[config.mk]
export PLATFORM = sky130hd
export DESIGN_NAME = alu_flags_core
export DESIGN_NICKNAME = d
export VERILOG_FILES = /design/src/rtl/alu_flags_pkg.sv /design/src/rtl/alu_addsub.sv /design/src/rtl/alu_status.sv /design/src/rtl/alu_flags_core.sv
export SDC_FILE = /design/constraint.sdc
export NUM_CORES = 1
export LEC_CHECK = 0
export ABC_AREA = 1
export CELL_PAD_IN_SITES_DETAIL_PLACEMENT = 0
export CELL_PAD_IN_SITES_GLOBAL_PLACEMENT = 2
export CORE_UTILIZATION = 26
export DETAILED_ROUTE_END_ITERATION = 16
export PLACE_DENSITY = 0.85
export SYNTH_ARGS = -nofsm -noshare
export SYNTH_HDL_FRONTEND = slang
export SYNTH_SLANG_ARGS = --single-unit
[constraint.sdc]
create_clock -name clk -period 2.1 [get_ports clk]
set_input_delay 0.42 -clock clk [delete_from_list [all_inputs] [get_ports clk]]
set_output_delay 0.42 -clock clk [all_outputs]
set_load 0.03 [all_outputs]
[src/rtl/alu_flags_pkg.sv]
package alu_flags_pkg;

    typedef enum logic [2:0] {
        OP_ADD  = 3'd0,
        OP_SUB  = 3'd1,
        OP_AND  = 3'd2,
        OP_INC  = 3'd3,
        OP_DEC  = 3'd4,
        OP_MOV  = 3'd5,
        OP_RSV6 = 3'd6,
        OP_RSV7 = 3'd7
    } alu_op_e;

    localparam int FLAG_W = 16;

    localparam int FB_CY  = 0;
    localparam int FB_PAR = 2;
    localparam int FB_NIB = 4;
    localparam int FB_ZER = 6;
    localparam int FB_NEG = 7;
    localparam int FB_STP = 8;
    localparam int FB_IEN = 9;
    localparam int FB_DIR = 10;
    localparam int FB_OVF = 11;

    localparam logic [FLAG_W-1:0] FLAG_LIVE_MASK =
        (16'd1 << FB_CY)  | (16'd1 << FB_PAR) | (16'd1 << FB_NIB) |
        (16'd1 << FB_ZER) | (16'd1 << FB_NEG) | (16'd1 << FB_STP) |
        (16'd1 << FB_IEN) | (16'd1 << FB_DIR) | (16'd1 << FB_OVF);

endpackage

[src/rtl/alu_addsub.sv]
module alu_addsub #(
    parameter int DATA_W = 16
) (
    input  logic [DATA_W-1:0] a,
    input  logic [DATA_W-1:0] b,
    input  logic              sub,
    output logic [DATA_W-1:0] sum,
    output logic              c_nib,
    output logic              c_byte,
    output logic              c_top,
    output logic              v_byte,
    output logic              v_top
);
    localparam int BYTE_W = 8;
    localparam int NIB_W  = 4;

    logic [DATA_W-1:0] b_eff;
    logic [DATA_W:0]   full;
    logic [DATA_W-1:0] cin_vec;

    always_comb begin
        b_eff   = sub ? ~b : b;
        full    = {1'b0, a} + {1'b0, b_eff} + {{DATA_W{1'b0}}, sub};
        sum     = full[DATA_W-1:0];
        cin_vec = a ^ b_eff ^ sum;
        c_nib   = cin_vec[NIB_W];
        c_byte  = cin_vec[BYTE_W];
        c_top   = full[DATA_W];
        v_byte  = cin_vec[BYTE_W-1] ^ cin_vec[BYTE_W];
        v_top   = cin_vec[DATA_W-1] ^ full[DATA_W];
    end

endmodule

[src/rtl/alu_status.sv]
module alu_status
    import alu_flags_pkg::*;
#(
    parameter int DATA_W = 16
) (
    input  alu_op_e           op,
    input  logic              word,
    input  logic [DATA_W-1:0] res,
    input  logic              c_nib,
    input  logic              c_byte,
    input  logic              c_top,
    input  logic              v_byte,
    input  logic              v_top,
    input  logic [FLAG_W-1:0] flags_in,
    output logic [FLAG_W-1:0] flags_out
);
    localparam int BYTE_W = 8;

    logic is_borrow;
    logic cy, nib, ovf, neg, zer, par;

    always_comb begin
        is_borrow = (op == OP_SUB) || (op == OP_DEC);
        cy  = (word ? c_top : c_byte) ^ is_borrow;
        nib = c_nib ^ is_borrow;
        ovf = word ? v_top : v_byte;
        neg = word ? res[DATA_W-1] : res[BYTE_W-1];
        zer = word ? (res == '0) : (res[BYTE_W-1:0] == '0);
        par = ~^res[BYTE_W-1:0];

        flags_out = flags_in;
        case (op)
            OP_ADD, OP_SUB, OP_INC, OP_DEC: begin
                if (!((op == OP_INC) || (op == OP_DEC))) begin
                    flags_out[FB_CY] = cy;
                end
                flags_out[FB_NIB] = nib;
                flags_out[FB_OVF] = ovf;
                flags_out[FB_NEG] = neg;
                flags_out[FB_ZER] = zer;
                flags_out[FB_PAR] = par;
            end
            OP_AND: begin
                flags_out[FB_CY]  = 1'b0;
                flags_out[FB_NIB] = 1'b0;
                flags_out[FB_OVF] = 1'b0;
                flags_out[FB_NEG] = neg;
                flags_out[FB_ZER] = zer;
                flags_out[FB_PAR] = par;
            end
            default: flags_out = flags_in;
        endcase
    end

endmodule

[src/rtl/alu_flags_core.sv]
module alu_flags_core
    import alu_flags_pkg::*;
#(
    parameter int DATA_W = 16
) (
    input  logic              clk,
    input  logic              rst_n,
    input  logic              op_valid,
    input  logic [2:0]        op_sel,
    input  logic              word_mode,
    input  logic [DATA_W-1:0] opnd_a,
    input  logic [DATA_W-1:0] opnd_b,
    input  logic              flag_we,
    input  logic [FLAG_W-1:0] flag_wdata,
    output logic [DATA_W-1:0] result,
    output logic [FLAG_W-1:0] flags
);
    localparam int BYTE_W = 8;

    typedef struct packed {
        logic [DATA_W-1:0] res;
        logic [FLAG_W-1:0] flg;
    } core_state_t;

    core_state_t state_d, state_q;

    alu_op_e           op;
    logic              op_known;
    logic [DATA_W-1:0] add_b;
    logic              add_sub;
    logic [DATA_W-1:0] add_sum;
    logic              c_nib, c_byte, c_top, v_byte, v_top;
    logic [DATA_W-1:0] raw_res;
    logic [DATA_W-1:0] fit_res;
    logic [FLAG_W-1:0] stat_flags;

    assign op       = alu_op_e'(op_sel);
    assign op_known = (op_sel <= 3'(OP_MOV));

    always_comb begin
        add_b   = opnd_b;
        add_sub = 1'b0;
        case (op)
            OP_SUB: add_sub = 1'b1;
            OP_INC: add_b   = {{(DATA_W-1){1'b0}}, 1'b1};
            OP_DEC: begin
                add_b   = {{(DATA_W-1){1'b0}}, 1'b1};
                add_sub = 1'b1;
            end
            default: ;
        endcase
    end

    alu_addsub #(.DATA_W(DATA_W)) u_addsub (
        .a      (opnd_a),
        .b      (add_b),
        .sub    (add_sub),
        .sum    (add_sum),
        .c_nib  (c_nib),
        .c_byte (c_byte),
        .c_top  (c_top),
        .v_byte (v_byte),
        .v_top  (v_top)
    );

    always_comb begin
        case (op)
            OP_AND:  raw_res = opnd_a & opnd_b;
            OP_MOV:  raw_res = opnd_b;
            default: raw_res = add_sum;
        endcase
        fit_res = word_mode ? raw_res
                            : {{(DATA_W-BYTE_W){1'b0}}, raw_res[BYTE_W-1:0]};
    end

    alu_status #(.DATA_W(DATA_W)) u_status (
        .op        (op),
        .word      (word_mode),
        .res       (fit_res),
        .c_nib     (c_nib),
        .c_byte    (c_byte),
        .c_top     (c_top),
        .v_byte    (v_byte),
        .v_top     (v_top),
        .flags_in  (state_q.flg),
        .flags_out (stat_flags)
    );

    always_comb begin
        state_d = state_q;
        if (op_valid && op_known) begin
            state_d.res = fit_res;
            state_d.flg = stat_flags;
        end
        if (flag_we) begin
            state_d.flg = flag_wdata & FLAG_LIVE_MASK;
        end
    end

    always_ff @(posedge clk or negedge rst_n) begin
        if (!rst_n) begin
            state_q <= '0;
        end else begin
            state_q <= state_d;
        end
    end

    assign result = state_q.res;
    assign flags  = state_q.flg;

endmodule

==> results.yml, run 1 <==
timing:
  period_share: 1.33
  worst_slack_ns: -0.700
  finalSetupViolCount: 20
  slew_viol_final: 0
  fin_skew_ns: 0
  fmax_mhz: 357
  hold_viol_final: 0
  rsz0062_at_grt: "yes"
  post-route-min-period_ns: 2.80
finish:
  area_growth_pct: 90.3
  fin_cells: 734
  drive_gt1_frac: 0.406
  nets: 680
  diodes: 0
worst_setup_path:
  cp_slowest_stage_delay_ns: 0.26
  cp-start-kind: "primary input"
  crit_path_cell_trace: "buf_6 > buf_6 > inv_8 > nand2_4 > nand3_4 > nand2_4 > xor2_4 > inv_2 > ha_4 > nand2_2 > buf_4 > nor2_2 > a21oi_1 > or2_1 > nand3_1 > nand2_2 > ha_4 > xnor2_2 > xnor2_1 > o211ai_1"
  slowest_stage: "ha_4"
  cp-end-kind: "register"
  worst_ep_arrival_time_ns: 2.95
  required_ns: 2.25
  crit_fanout: 8
  critPathKind: "primary input to register"
floorplan:
  die_y_um: 104
  rows: 36
  initial_core_util: 0.272
  die_x_um: 104
  core-area_um2: 9910
  die_area_um2: 10800
  pin_count: 88
placed_design:
  io_buffers: 73
  dp_slack_ns: -1.60
  dp_hpwl_mm: 7.54
  gp_congestion: 0.886
  dpl.cell_count: 685
detailed_routing:
  viasPerCell: 4.57
  initialDrtViolationCount: 178
  drc: 0
  ant_nets: 0
  wl_per_cell_um: 14.1
  wirelength_mm: 10.3
  drt-pass1-iter-count: 4
  vias: 3358
clock_network:
  htree_levels: 1
  clk_path_buf_depth: 2
  cts_root_buf: "clkbuf_8"
  cts_tree: "done"
  clock_sinks: 25
  cts_buffers: 3
  clk_latency_ns: 0.27
  hold_buffers: 0
  clk_pin_slew_worst_paths_ns: 0.08
logic_synthesis:
  async_reset_ff_frac: 1.00
  synth_edf_count: 0
  synth_top_area_frac: 0.232
  yosysTopAreaCell: "dfrtp_1"
  synth-main-ff-cell: "dfrtp_1"
  yosysSeqAreaShare: 0.232
  syn_area_per_cell_um2: 6.56
  synth-warning-count: 0
  post_synth_main_area_contributors: "dfrtp_1 (23%), nand2_1 (17%), ha_1 (9.7%), o21ai_0 (7.1%), xor2_1 (5.5%)"
  synth_cells: 411
  synthDistinctLibCells: 37
  ys_seq_elements: 25
  netlist_area_um2: 2700
grt:
  antenna_found_initial: 0
  grt.total_usage: 0.188
  grt_pass1_vias: 3426
  globalRoute.totalOverflow: 0
  grt_pass1_wl_mm: 16.6
  grt_start_max_net_pins: 33
status:
  status: "complete, but fails checks"
  violations: "setup timing"
power:
  peakVddDrop_uv: 460
  powerDensity_nw_per_um2: 649
  p_leak_nw: 2.43
job:
  maxCapViolations: 0
min_path:
  hold_class: "register to register"
-- synth_stat cells (3+ instances only) --
| cell | n |
|---|---|
| a21oi_1 | 26 |
| a31oi_1 | 5 |
| buf_2 | 3 |
| buf_4 | 8 |
| clkbuf_1 | 6 |
| dfrtp_1 | 25 |
| ha_1 | 21 |
| inv_1 | 34 |
| inv_2 | 3 |
| nand2_1 | 121 |
| nand2_2 | 5 |
| nand3_1 | 29 |
| nand4_1 | 5 |
| nor2_1 | 25 |
| o21ai_0 | 38 |
| o21ai_1 | 9 |
| xnor2_1 | 5 |
| xor2_1 | 17 |
-- final timing paths --
kind / slack, ns / cells past startpoint / startpoint / to
max in group asynchronous: 1.34 / 2 / rst_n / result[11]
worst max-delay path: -0.70 / 20 / op_sel[2] / flags[2]
worst min register to register: 0.47 / 2 / flags[9] / flags[9]
worst min-delay path: 0.47 / 2 / flags[9] / flags[9]
min in group asynchronous: 0.51 / 2 / rst_n / flags[8]
worst max register to register: 1.31 / 3 / flags[6] / flags[6]
-- through the flow --
stage	hold slack (ns)	instance area (um^2)	util	power (mW)	setup TNS, ns
floorplan	0.124	2850	-	1.66	-3.18
global placement	0.454	4240	0.428	2.45	-23.37
detailed placement	0.460	4240	0.428	2.47	-24.47
CTS	0.479	4880	0.493	3.16	-8.23
global route	0.506	5130	0.518	3.56	-11.33
finish	0.475	5130	0.518	3.33	-8.71
-- layer usage --
layer / vias to the layer above / global-route usage / wire [um]
met2: 74 / 0.326 / 5040
met3: 15 / 0.0150 / 267
met1: 1542 / 0.255 / 4880
li1: 1727 / - / -
met4: 0 / 0.0398 / 159
met5: - / 0 / 0
-- layout by cell type, fill, tap and decap left out, types with 6 or more instances in the layout --
| cell type | synthesis | final |
|---|---|---|
| buf_4 | 8 | 112 |
| nand3_1 | 29 | 19 |
| inv_1 | 34 | 26 |
| clkdlybuf4s50_1 | 0 | 64 |
| ha_4 | 0 | 8 |
| ha_1 | 21 | 11 |
| a21oi_2 | 0 | 10 |
| nand2_4 | 0 | 7 |
| dfrtp_1 | 25 | 25 |
| dlygate4sd2_1 | 0 | 6 |
| nand2_1 | 121 | 91 |
| o21ai_1 | 9 | 12 |
| inv_2 | 3 | 8 |
| o21ai_2 | 0 | 8 |
| a21oi_1 | 26 | 14 |
| nand3_2 | 2 | 11 |
| xor2_1 | 17 | 11 |
| nand2_2 | 5 | 25 |
| buf_6 | 0 | 14 |
| nor2_1 | 25 | 18 |
| o21ai_0 | 38 | 26 |
| conb_1 | 1 | 7 |
-- worst max-delay path, delay by kind of cell --
kind	cells	cell delay (ns)
AOI/OAI and AO/OA	2	0.19
xor gates and xnor gates	3	0.50
and+or+nand+nor	8	0.82
adders and majority gates	2	0.51
buffers and inverters	5	0.49
-- area by class of cell --
| type | count | area [um^2] |
|---|---|---|
| clock buffer | 4 | 45.0 |
| inverter | 37 | 161 |
| timing repair buffer | 196 | 1690 |
| fill | 995 | 4780 |
| multi-input combinational | 339 | 2440 |
| sequential | 25 | 626 |
| tap | 133 | 166 |
-- report_power, final --
part	switching, mW	leakage, nW	internal (mW)
combinational	1.23	2.09	1.21
sequential	0.0489	0.313	0.571
clock	0.142	0.0228	0.136
-- repair_timing --
item / in CTS / in global routing
setup buffers: 37 / 12
gates resized for setup: 106 / 39
endpoints found under the setup margin: 21 / 21
pin swaps: 32 / 41
hold endpoints to repair: 0 / 0
gates cloned: 1 / 0
-- logic make-up after synthesis --
group | share of synthesized area
other | 0.00139
AOI/OAI and AO/OA | 0.178
xor gates and xnor gates | 0.0714
adders and majority gates | 0.105
and+or+nand+nor | 0.325
DFF | 0.232
buffers and inverters | 0.0877
-- state kept, by name, indices dropped and copies added (netlist names) --
| name | cells |
|---|---|
| result | 16 |
| flags | 9 |
Power figures use the tool's default switching activity.
==> run 2, diff against run 1 <==
--- a/config.mk
+++ b/config.mk
@@ -9,7 +9,9 @@
 export CELL_PAD_IN_SITES_DETAIL_PLACEMENT = 0
 export CELL_PAD_IN_SITES_GLOBAL_PLACEMENT = 2
 export CORE_UTILIZATION = 26
+export CTS_CLUSTER_DIAMETER = 40
 export DETAILED_ROUTE_END_ITERATION = 16
+export MAX_ROUTING_LAYER = met4
 export PLACE_DENSITY = 0.85
 export SYNTH_ARGS = -nofsm -noshare
 export SYNTH_HDL_FRONTEND = slang
==> run 2 against run 1 <==
Net effect: the run still ends with setup timing left; cell area up 6.4%; first-iteration DRC count down 21%; worst hold slack about the same; sequential share of layout area down 0.73 points; cell count up 0.82%; critical path depth up 1; sequential power up 0.6%; non-clock buffer count up 7; highest routed layer unchanged.
==> results.yml, run 2 (synthesized netlist as in run 1, its figures left out) <==
worst_setup_path:
  required_ns: 2.25
  worst_ep_arrival_time_ns: 2.92
  r2r_cells: 3
  crit_fanout: 6
  ff2ff_setup_slack_ns: 1.32
  critPathKind: "primary input to register"
  cp-end-kind: "register"
  cp-start-kind: "primary input"
detailed_routing:
  wl_per_cell_um: 14.2
  drt-pass1-iter-count: 4
  initialDrtViolationCount: 141
  vias: 3464
  ant_nets: 0
  viasPerCell: 4.68
  drc: 0
  wirelength_mm: 10.5
finish:
  seq_area_um2: 626
  area_growth_pct: 102
  fin_util: 0.551
  nets: 686
  diodes: 0
  mostFrequentLayoutCells: "buf_4 (106), nand2_1 (82), clkdlybuf4s50_1 (64)"
  fillers: 919
  largest_reg_flops: 16
  fin_cells: 740
  fin_area_um2: 5460
  drive_gt1_frac: 0.461
  mostFrequentLayoutCell: "buf_4"
  multi_input_area_um2: 2620
clock_network:
  clk_pin_slew_worst_paths_ns: 0.08
  cts_root_buf: "clkbuf_8"
  clock_sinks: 25
  clk_latency_ns: 0.27
  htree_levels: 1
  hold_buffers: 0
  clk_path_buf_depth: 2
  cts_buffers: 3
  cts_tree: "done"
min_path:
  hold_class: "register to register"
  whs_path_depth: 2
placed_design:
  io_buffers: 73
  dp_hpwl_mm: 7.62
  placed_area_um2: 4240
  dp_slack_ns: -1.54
  dpl.cell_count: 685
  gp_congestion: 0.870
status:
  status: "complete, but fails checks"
  violations: "setup timing"
power:
  p_leak_nw: 2.55
  p_seq_frac: 0.176
  powerDensity_nw_per_um2: 649
  power_switching_mw: 1.51
  power.internal_mw: 2.04
  clkPwrFrac: 0.078
  p_total_mw: 3.54
  pwr-share-comb: 0.746
  p_sw_frac: 0.425
  peakVddDrop_uv: 439
grt:
  grt.total_usage: 0.187
  antenna_found_initial: 0
  use_met2: 0.311
  grt.busiest_layer: "met2"
  grt_pass1_vias: 3322
  grt_start_max_net_pins: 33
  use_met1: 0.249
  globalRoute.totalOverflow: 0
  use_met3: 0.0132
  grt_pass1_wl_mm: 16.0
timing:
  worst_slack_ns: -0.668
  post-route-min-period_ns: 2.77
  finalSetupViolCount: 18
  finalSetupTns_ns: -7.50
  period_share: 1.32
  fmax_mhz: 361
  hold_viol_final: 0
  fin_skew_ns: 0
  rsz0062_at_grt: "yes"
  slew_viol_final: 0
  whs_ns: 0.475
job:
  maxCapViolations: 0
floorplan:
  die_area_um2: 10800
  core-area_um2: 9910
  die_y_um: 104
  initial_core_util: 0.272
  rows: 36
  die_x_um: 104
  pin_count: 88
[run 2: cell count changes in the layout (fill, tap and decap cells not counted), sizes merged]
cell          before  now
nand3             34   33
dlygate4sd2        6    3
buf              126  133
dlymetal6s2s       0    3
[run 2: final cells by class]
cell class / instances / area share
timing repair buffer: 203 / 0.337
inverter: 37 / 0.0300
multi-input combinational: 338 / 0.480
sequential: 25 / 0.115
tap: 133 / 0.0305
clock buffer: 4 / 0.00825
[run 2: worst paths after layout]
| check | start | end |
|---|---|---|
| worst max-delay path | op_sel[0] | flags[2] |
| worst min register to register | flags[10] | flags[10] |
| worst max register to register | flags[6] | flags[6] |
| max in group asynchronous | rst_n | result[15] |
| worst min-delay path | flags[10] | flags[10] |
| min in group asynchronous | rst_n | flags[8] |
[run 2: timing repair]
action	4_1_cts	5_1_grt
setup buffers	45	15
pin swaps	61	58
setup endpoints to repair	21	21
gates resized for setup	114	99
[run 2: layer usage]
metal,vias to the layer above,part of all wire
li1,1743,-
met1,1612,0.47
met2,92,0.49
met3,17,0.031
met4,0,0.018
met5,-,0
[run 2: power by group through the flow]
stage	clock network (mW)	logic (mW)	registers, mW
after detailed placement	0	1.84	0.633
after global routing	0.298	2.83	0.633
after CTS	0.292	2.24	0.623
after global placement	0	1.83	0.628
after floorplan	0	0.850	0.808
final	0.276	2.64	0.623
[run 2: worst max-delay path: stages]
cell and delay [ns]:
buf_12 0.12, nand2_8 0.06, nand2_4 0.06, nand3_4 0.11, buf_6 0.15, nand2_4 0.04
xor2_1 0.16, ha_1 0.30, buf_6 0.15, nand3_4 0.06, nand3_4 0.09, inv_4 0.09
o21ai_4 0.07, a21oi_2 0.12, o21ai_1 0.07, o21ai_1 0.12, inv_2 0.08, ha_4 0.30
xnor2_4 0.12, xnor2_1 0.13, o211ai_1 0.10
==> run 3, diff against run 2 <==
--- a/config.mk
+++ b/config.mk
@@ -9,7 +9,6 @@
 export CELL_PAD_IN_SITES_DETAIL_PLACEMENT = 0
 export CELL_PAD_IN_SITES_GLOBAL_PLACEMENT = 2
 export CORE_UTILIZATION = 26
-export CTS_CLUSTER_DIAMETER = 40
 export DETAILED_ROUTE_END_ITERATION = 16
 export MAX_ROUTING_LAYER = met4
 export PLACE_DENSITY = 0.85
==> results of run 3 <==
The final DEF is identical to that of run 2; final timing and power are the same.
